--- src/rtl/txdma_pkg.sv ---
package txdma_pkg;
  typedef enum logic [1:0] {
    RS_STOPPED   = 2'd0,
    RS_RUNNING   = 2'd1,
    RS_SUSPENDED = 2'd2
  } run_state_e;

  typedef enum logic [2:0] {
    F_IDLE, F_REQ, F_WAIT, F_XMIT, F_SUSP
  } fsm_e;

  localparam logic [1:0] SEL_CTRL = 2'd0;
  localparam logic [1:0] SEL_BASE = 2'd1;
  localparam logic [1:0] SEL_STAT = 2'd2;
  localparam int         BUF_UNAVAIL_BIT = 2;
  localparam int         STATUS_W = 8;
endpackage

--- src/rtl/txdma_ptr.sv ---
module txdma_ptr #(
  parameter int ADDR_W     = 32,
  parameter int DESC_BYTES = 16
) (
  input  logic              clk,
  input  logic              rst_n,
  input  logic              base_wr,
  input  logic [ADDR_W-1:0] base_val,
  input  logic              load,
  input  logic              advance,
  output logic [ADDR_W-1:0] cur_ptr
);
  localparam logic [ADDR_W-1:0] STEP = ADDR_W'(DESC_BYTES);

  logic [ADDR_W-1:0] base_q;
  logic              pending_q;

  always_ff @(posedge clk) begin
    if (!rst_n) begin
      base_q    <= '0;
      pending_q <= 1'b1;
      cur_ptr   <= '0;
    end else begin
      if (base_wr) begin
        base_q    <= base_val;
        pending_q <= 1'b1;
      end
      if (load) begin
        if (pending_q) cur_ptr <= base_q;
        if (!base_wr) pending_q <= 1'b0;
      end else if (advance) begin
        cur_ptr <= cur_ptr + STEP;
      end
    end
  end
endmodule

--- src/rtl/txdma_fsm.sv ---
module txdma_fsm
  import txdma_pkg::*;
(
  input  logic       clk,
  input  logic       rst_n,
  input  logic       run_bit,
  input  logic       poll_demand,
  input  logic       frame_done,
  input  logic       fetch_ready,
  input  logic       desc_valid,
  input  logic       desc_owned,
  output logic       fetch_valid,
  output logic       load_ptr,
  output logic       adv_ptr,
  output logic       unavail_set,
  output logic [1:0] run_state
);
  fsm_e st_q, st_d;

  always_comb begin
    st_d        = st_q;
    load_ptr    = 1'b0;
    adv_ptr     = 1'b0;
    unavail_set = 1'b0;
    unique case (st_q)
      F_IDLE: if (run_bit) begin
        load_ptr = 1'b1;
        st_d     = F_REQ;
      end
      F_REQ:  if (fetch_ready) st_d = F_WAIT;
      F_WAIT: if (desc_valid) begin
        if (desc_owned) st_d = F_XMIT;
        else begin
          unavail_set = 1'b1;
          st_d        = F_SUSP;
        end
      end
      F_XMIT: if (frame_done) begin
        adv_ptr = 1'b1;
        st_d    = run_bit ? F_REQ : F_IDLE;
      end
      F_SUSP: begin
        if (!run_bit)        st_d = F_IDLE;
        else if (poll_demand) st_d = F_REQ;
      end
      default: st_d = F_IDLE;
    endcase
  end

  always_ff @(posedge clk) begin
    if (!rst_n) st_q <= F_IDLE;
    else        st_q <= st_d;
  end

  assign fetch_valid = (st_q == F_REQ);

  always_comb begin
    unique case (st_q)
      F_IDLE:  run_state = RS_STOPPED;
      F_SUSP:  run_state = RS_SUSPENDED;
      default: run_state = RS_RUNNING;
    endcase
  end
endmodule

--- src/rtl/txdma_status.sv ---
module txdma_status
  import txdma_pkg::*;
(
  input  logic                clk,
  input  logic                rst_n,
  input  logic                unavail_set,
  input  logic                unavail_clr,
  output logic [STATUS_W-1:0] status
);
  logic unavail_q;

  always_ff @(posedge clk) begin
    if (!rst_n)           unavail_q <= 1'b0;
    else if (unavail_set) unavail_q <= 1'b1;
    else if (unavail_clr) unavail_q <= 1'b0;
  end

  always_comb begin
    status                  = '0;
    status[BUF_UNAVAIL_BIT] = unavail_q;
  end
endmodule

--- src/rtl/txdma_run_ctrl.sv ---
module txdma_run_ctrl
  import txdma_pkg::*;
#(
  parameter int ADDR_W     = 32,
  parameter int DESC_BYTES = 16
) (
  input  logic              clk,
  input  logic              rst_n,
  input  logic              wr_en,
  input  logic [1:0]        wr_sel,
  input  logic [ADDR_W-1:0] wr_data,
  input  logic              poll_demand,
  input  logic              frame_done,
  output logic              fetch_valid,
  input  logic              fetch_ready,
  output logic [ADDR_W-1:0] fetch_addr,
  input  logic              desc_valid,
  input  logic              desc_owned,
  output logic [1:0]        run_state,
  output logic [7:0]        status
);
  logic run_bit_q;
  logic load_ptr, adv_ptr, unavail_set;
  logic base_wr, unavail_clr;

  always_ff @(posedge clk) begin
    if (!rst_n) run_bit_q <= 1'b0;
    else if (wr_en && wr_sel == SEL_CTRL) run_bit_q <= wr_data[0];
  end

  assign base_wr     = wr_en && (wr_sel == SEL_BASE) && !run_bit_q;
  assign unavail_clr = wr_en && (wr_sel == SEL_STAT) && wr_data[BUF_UNAVAIL_BIT];

  txdma_fsm u_fsm (
    .clk, .rst_n,
    .run_bit(run_bit_q), .poll_demand, .frame_done,
    .fetch_ready, .desc_valid, .desc_owned,
    .fetch_valid, .load_ptr, .adv_ptr, .unavail_set, .run_state
  );

  txdma_ptr #(.ADDR_W(ADDR_W), .DESC_BYTES(DESC_BYTES)) u_ptr (
    .clk, .rst_n,
    .base_wr, .base_val(wr_data),
    .load(load_ptr), .advance(adv_ptr), .cur_ptr(fetch_addr)
  );

  txdma_status u_stat (
    .clk, .rst_n, .unavail_set, .unavail_clr, .status
  );
endmodule

--- config.mk ---
export PLATFORM = sky130hd
export DESIGN_NAME = txdma_run_ctrl
export DESIGN_NICKNAME = d
export VERILOG_FILES = /design/src/rtl/txdma_pkg.sv /design/src/rtl/txdma_ptr.sv /design/src/rtl/txdma_fsm.sv /design/src/rtl/txdma_status.sv /design/src/rtl/txdma_run_ctrl.sv
export SDC_FILE = /design/constraint.sdc
export NUM_CORES = 1
export LEC_CHECK = 0
export ABC_AREA = 1
export BUFFER_PORTS_ARGS = -buffer_cell sky130_fd_sc_hd__buf_2
export CAP_MARGIN = 20
export CORE_UTILIZATION = 55
export CTS_BUF_LIST = sky130_fd_sc_hd__clkbuf_8
export DETAILED_ROUTE_END_ITERATION = 16
export PLACE_DENSITY = 0.78
export SLEW_MARGIN = 20
export SYNTH_ARGS = -nofsm -noshare
export SYNTH_HDL_FRONTEND = slang
export SYNTH_SLANG_ARGS = --single-unit
--- constraint.sdc ---
create_clock -name clk -period 1.6 [get_ports clk]
set_input_delay 0.24 -clock clk [delete_from_list [all_inputs] [get_ports clk]]
set_output_delay 0.24 -clock clk [all_outputs]
set_load 0.01 [all_outputs]
== After elaboration in Yosys (flattened, before gate mapping) ==
Index checks and enable logic that the tools add are counted.
W data, S select, Z words.
Storage, ports and cells
  register bits: 70
  latch bits: 0
  bits in writable memories: 0
  bits in read-only memories: 0
  bits of input ports: 42
  output and inout bits: 43
  word-level logic and storage cells: 56
  memories: 0
Operators by class
  add/subtract/negate cells: 1
  $mul: 0
  divide/modulo/power cells: 0
  order comparisons: 0
  eq/ne operators: 12
  shift-type cells: 0
  muxes and demuxes: 25
  bitwise gates (word level): 0
  reduce and logical (&&, ||, !) cells: 12
Operator list (count)
  $mux W32: 3
  $add A32 B5 Y32 const B: 1
  $mux W3: 7
  $pmux W3 S5: 1
  $mux W1: 13
  $eq A3 B2 Y1 const B: 2
  $ne A2 B2 Y1 const B: 3
  $logic_and A1 B1 Y1: 5
  $reduce_and A5 Y1: 1
  $ne A2 B1 Y1 const B: 2
  $pmux W2 S2: 1
  $reduce_bool A2 Y1: 2
  $eq A3 B1 Y1 const B: 1
  $eq A3 B3 Y1 const B: 1
  $logic_not A3 Y1: 1
  $ne A3 B3 Y1 const B: 1
  $eq A2 B1 Y1 const B: 1
  $eq A2 B2 Y1 const B: 1
  $logic_not A2 Y1: 1
  $reduce_and A2 Y1: 1
  $logic_not A1 Y1: 1

== Longest topological paths before layout ==
  depth in word-level cells: 6
  mapped depth: 10
  mapped depth without buffers: 10

== Modules after synthesis ==
From an unflattened synthesis, not the netlist that was laid out.
Unflattened totals
  cell total of the unflattened synthesis: 566
  area total of the unflattened synthesis: 3836.2 um2
Modules (own cells, without submodules)
  txdma_ptr: instances 1, cells each 486, area each 3365.7 um2, sequential area each 1301.2 um2
  txdma_fsm: instances 1, cells each 54, area each 290.3 um2, sequential area each 60.1 um2
  txdma_status: instances 1, cells each 15, area each 107.6 um2, sequential area each 20.0 um2
  txdma_run_ctrl: instances 1, cells each 11, area each 72.6 um2, sequential area each 20.0 um2

== Worst setup path before layout ==
OpenSTA, ideal clock, no wires.
  path kind: reg-to-reg
  start: reg u_ptr.cur_ptr[4]
  end: reg u_ptr.cur_ptr[24]
  library setup time: 0.141 ns
  arrival: 1.387 ns
  data required time: 1.459 ns
  path slack: 0.072 ns
  stages on the path, launching flop included: 11
  path buffers: 0
  clock period less this slack: 1.528 ns
  cells stage by stage: dfxtp_1 > ha_1 > nand2_1 > nor2_2 > nand2_1 > nor2_2 > nand2_1 > nand2_1 > nand3_1 > nand2_1 > a21oi_2
Between the ends
  word-level cells in the longest chain between the ends: 3
RTL lines
  start, declared: RTL line txdma_ptr.sv:11  | output logic [ADDR_W-1:0] cur_ptr
  start signal, assigned: RTL line txdma_ptr.sv:29  | if (pending_q) cur_ptr <= base_q;
  start signal, assigned: RTL line txdma_ptr.sv:32  | cur_ptr <= cur_ptr + STEP;
  $add A32 B5 Y32: RTL line txdma_ptr.sv:32
  $mux W32: RTL line txdma_ptr.sv:31  | end else if (advance) begin
  $mux W32: RTL line txdma_ptr.sv:28  | if (load) begin
Every way passes these cells. The select of a mux whose other input is x is not followed.
A chain may end at the register's enable or synchronous reset.

== Worst setup path in the final report ==
  start: reg u_ptr.cur_ptr[5]
  end: reg u_ptr.cur_ptr[16]
The elaborated chain is that of the path after synthesis.

==> metrics <==
Root Driver=clkbuf_8; Final Setup Violations=0; Tot GR Track Use=0.287; Async SR Flop Fraction=0; Core Box Area=0.00635 sq mm; IO Port Bufs=77; Die Footprint=0.00690 sq mm; WP data required=1890 ps; top_reg_cell synth=dfxtp_1; initial antenna violation count=0; CTS tree=done; Detailed Place HPWL=7.13 mm; P_int=2.94 mW; synthesis-stage register bit count=70; number of global-route vias before repair=3494; Mapped Area=0.00362 sq mm; Post-Route WL=9.77 mm; Mean Syn Cell Area=6.55 sq um; Final Critical Period=1520 ps; antenna cells=0; Hold Path Class=input pin to register; Non-Filler Instances=721; Post-Place Cells=707; max_cap viols=0; Placer Congestion=0.885; FP Rows=29; Lkg Pwr=1.87 nW; Clock Skews=6.77 ps; Final ANT Viol Nets=0; DR iter-0 viols=301; GR Util met3=0.0596; cts hold-fix bufs=0; synth unique cells=29; die width=83.1 um; Setup CP Type=register to register; I/O pins=85; Die Ht=83.1 um; Pwr Density=955 mW/mm^2; hold depth=3; Longest Clk Path Bufs=2; drt drc=0; Yosys warnings=0; CP startpoint kind=register; clock sinks=70; Critical Path AT=1810 ps; r2r worst-path depth=9; Worst setup EP type=register; Via density=5.45; DR pass1 iterations=5; max-slew violation count=0; Fin Hold WS=142 ps; largest fanout on the critical path=5; CTS Buf Count=9; Seq pwr share=0.468; fmax=659 MHz; met1 Usage GRT=0.398; clk slew on worst S/H paths=80 ps; Clk Latency, worst-skew pair=350 ps; Logic pwr share=0.199; DR WL/cell=13.6 um; Net Sw Frac=0.303; grt total ovfl=0; EDFF count, synth=0; Hold Violations, Final=0; M2 GR Usage=0.441; Seq/Total Area, Yosys=0.388; Final period util=0.949; Starting Density=0.569; gr busiest metal=met2; worst vdd ir=956 uV; via count=3928; Cells after Synth=552; fin nets=684; largest net degree at the start of global routing=24; Syn-to-layout area delta=22.4%; CTS H-tree depth=3; first-pass GRT wire length=16.0 mm; Power, Total=4.23 mW; Clk pwr share=0.333; status=completed; Psw=1.28 mW; layout cells sized above 1=0.266
[critical path, cell delays in order, from the launching register on]
cell	delay [ps]
dfxtp_2	380
ha_4	150
nand2_2	70
nor2_4	170
nand3b_1	220
nor2_1	170
nand2_1	60
nand3_1	70
nand2_1	60
a21oi_2	100
[synth_stat cells (2+ instances only)]
cell,count,area (sq um)
clkbuf_1,10,37.5
a21oi_2,8,70.1
nand3_1,38,190
dfxtp_1,70,1400
nor2_4,2,22.5
nand2_4,2,22.5
buf_4,9,67.6
nand3b_1,3,22.5
and2_1,2,12.5
nor2_1,105,394
nand4_1,2,12.5
buf_2,9,45.0
xor2_1,2,17.5
o21ai_0,67,335
inv_2,4,15.0
nand2_1,114,428
nor2_2,14,87.6
buf_1,2,7.51
inv_1,35,131
o22ai_1,4,25.0
a31oi_1,3,18.8
a21oi_1,32,160
or2_2,2,12.5
o21ai_1,8,40.0
[area by class of cell]
| cell class | count | area (sq um) |
|---|---|---|
| fillers | 550 | 1930 |
| multi-input cells | 418 | 1980 |
| flip-flops and latches | 70 | 1420 |
| inverters | 39 | 151 |
| clock buffers | 10 | 138 |
| repair buffers | 103 | 593 |
| clock inverters | 4 | 48.8 |
| well taps | 77 | 96.3 |
[cells by family (layout without fill, tap and decap cells)]
| family | after synthesis | in the layout | share of synthesized area |
|---|---|---|---|
| xor+xnor | 2 | 2 | 0.00485 |
| other cells | 1 | 7 | 0.00104 |
| compound gates | 122 | 122 | 0.180 |
| flops | 70 | 70 | 0.388 |
| simple gates | 286 | 286 | 0.336 |
| fa+ha+maj | 1 | 1 | 0.00346 |
| buf+inv | 70 | 156 | 0.0872 |
[worst paths after layout]
path	end	startpoint	slack [ps]
setup / recovery	u_ptr.cur_ptr[16]	u_ptr.cur_ptr[5]	80
hold / removal	u_ptr.base_q[5]	wr_data[5]	140
setup reg to reg	u_ptr.cur_ptr[16]	u_ptr.cur_ptr[5]	80
hold reg to reg	u_ptr.cur_ptr[1]	u_ptr.cur_ptr[1]	460
[sequential cells by signal (all words and copies together) (netlist names)]
register          count
u_ptr.base_q         32
u_stat.unavail_q      1
u_ptr.cur_ptr        32
run_bit_q             1
u_ptr.pending_q       1
u_fsm.st_q            3
[routing by layer]
layer	vias to the layer above	routed length, um
li1	1955	-
met1	1805	4530
met2	150	4400
met3	18	634
met4	0	207
met5	-	0
[metrics by stage]
step	cell area, sq um	utilization	setup TNS (ps)	worst slack (ps)
floorplan	3640	-	0	72.0
global placement	4150	0.653	0	93.5
detailed placement	4150	0.653	0	14.6
CTS	4350	0.684	0	4.58
global route	4420	0.697	-15.9	-15.9
finish	4420	0.697	0	81.8
[power by group through the flow]
stage / combinational, mW / sequential (mW) / clock, mW
2_1_floorplan: 0.550 / 2.00 / 0
3_3_place_gp: 0.795 / 2.00 / 0
3_5_place_dp: 0.813 / 2.00 / 0
4_1_cts: 0.817 / 1.96 / 1.41
5_1_grt: 0.946 / 1.99 / 1.49
6_report: 0.841 / 1.98 / 1.41
[what timing repair did]
| action | in CTS | in global routing |
|---|---|---|
| setup endpoints to repair | 3 | 22 |
| resized for setup | 3 | 35 |
| setup buffers | 0 | 0 |
| pin swaps | 0 | 6 |
[cell usage in the layout (no fill, tap or decap), types with 2 or more instances in the layout]
cell type  instances
o21ai_0           63
inv_2              2
nand3_1           38
a21oi_2            8
buf_4             25
nor2_2            15
nand2_4            2
inv_1             35
a21oi_1           32
conb_1             7
nand2_1          111
clkinv_2           2
nand3b_1           3
a31oi_1            3
o21ai_1           12
and2_1             2
or2_2              2
clkbuf_8          10
nor2_1            99
dfxtp_1           59
xor2_1             2
nand2_2            4
inv_4              2
buf_2             77
dfxtp_2           11
nand4_1            2
nor2_4             7
o22ai_1            4
(Power assumes the default switching activity.)
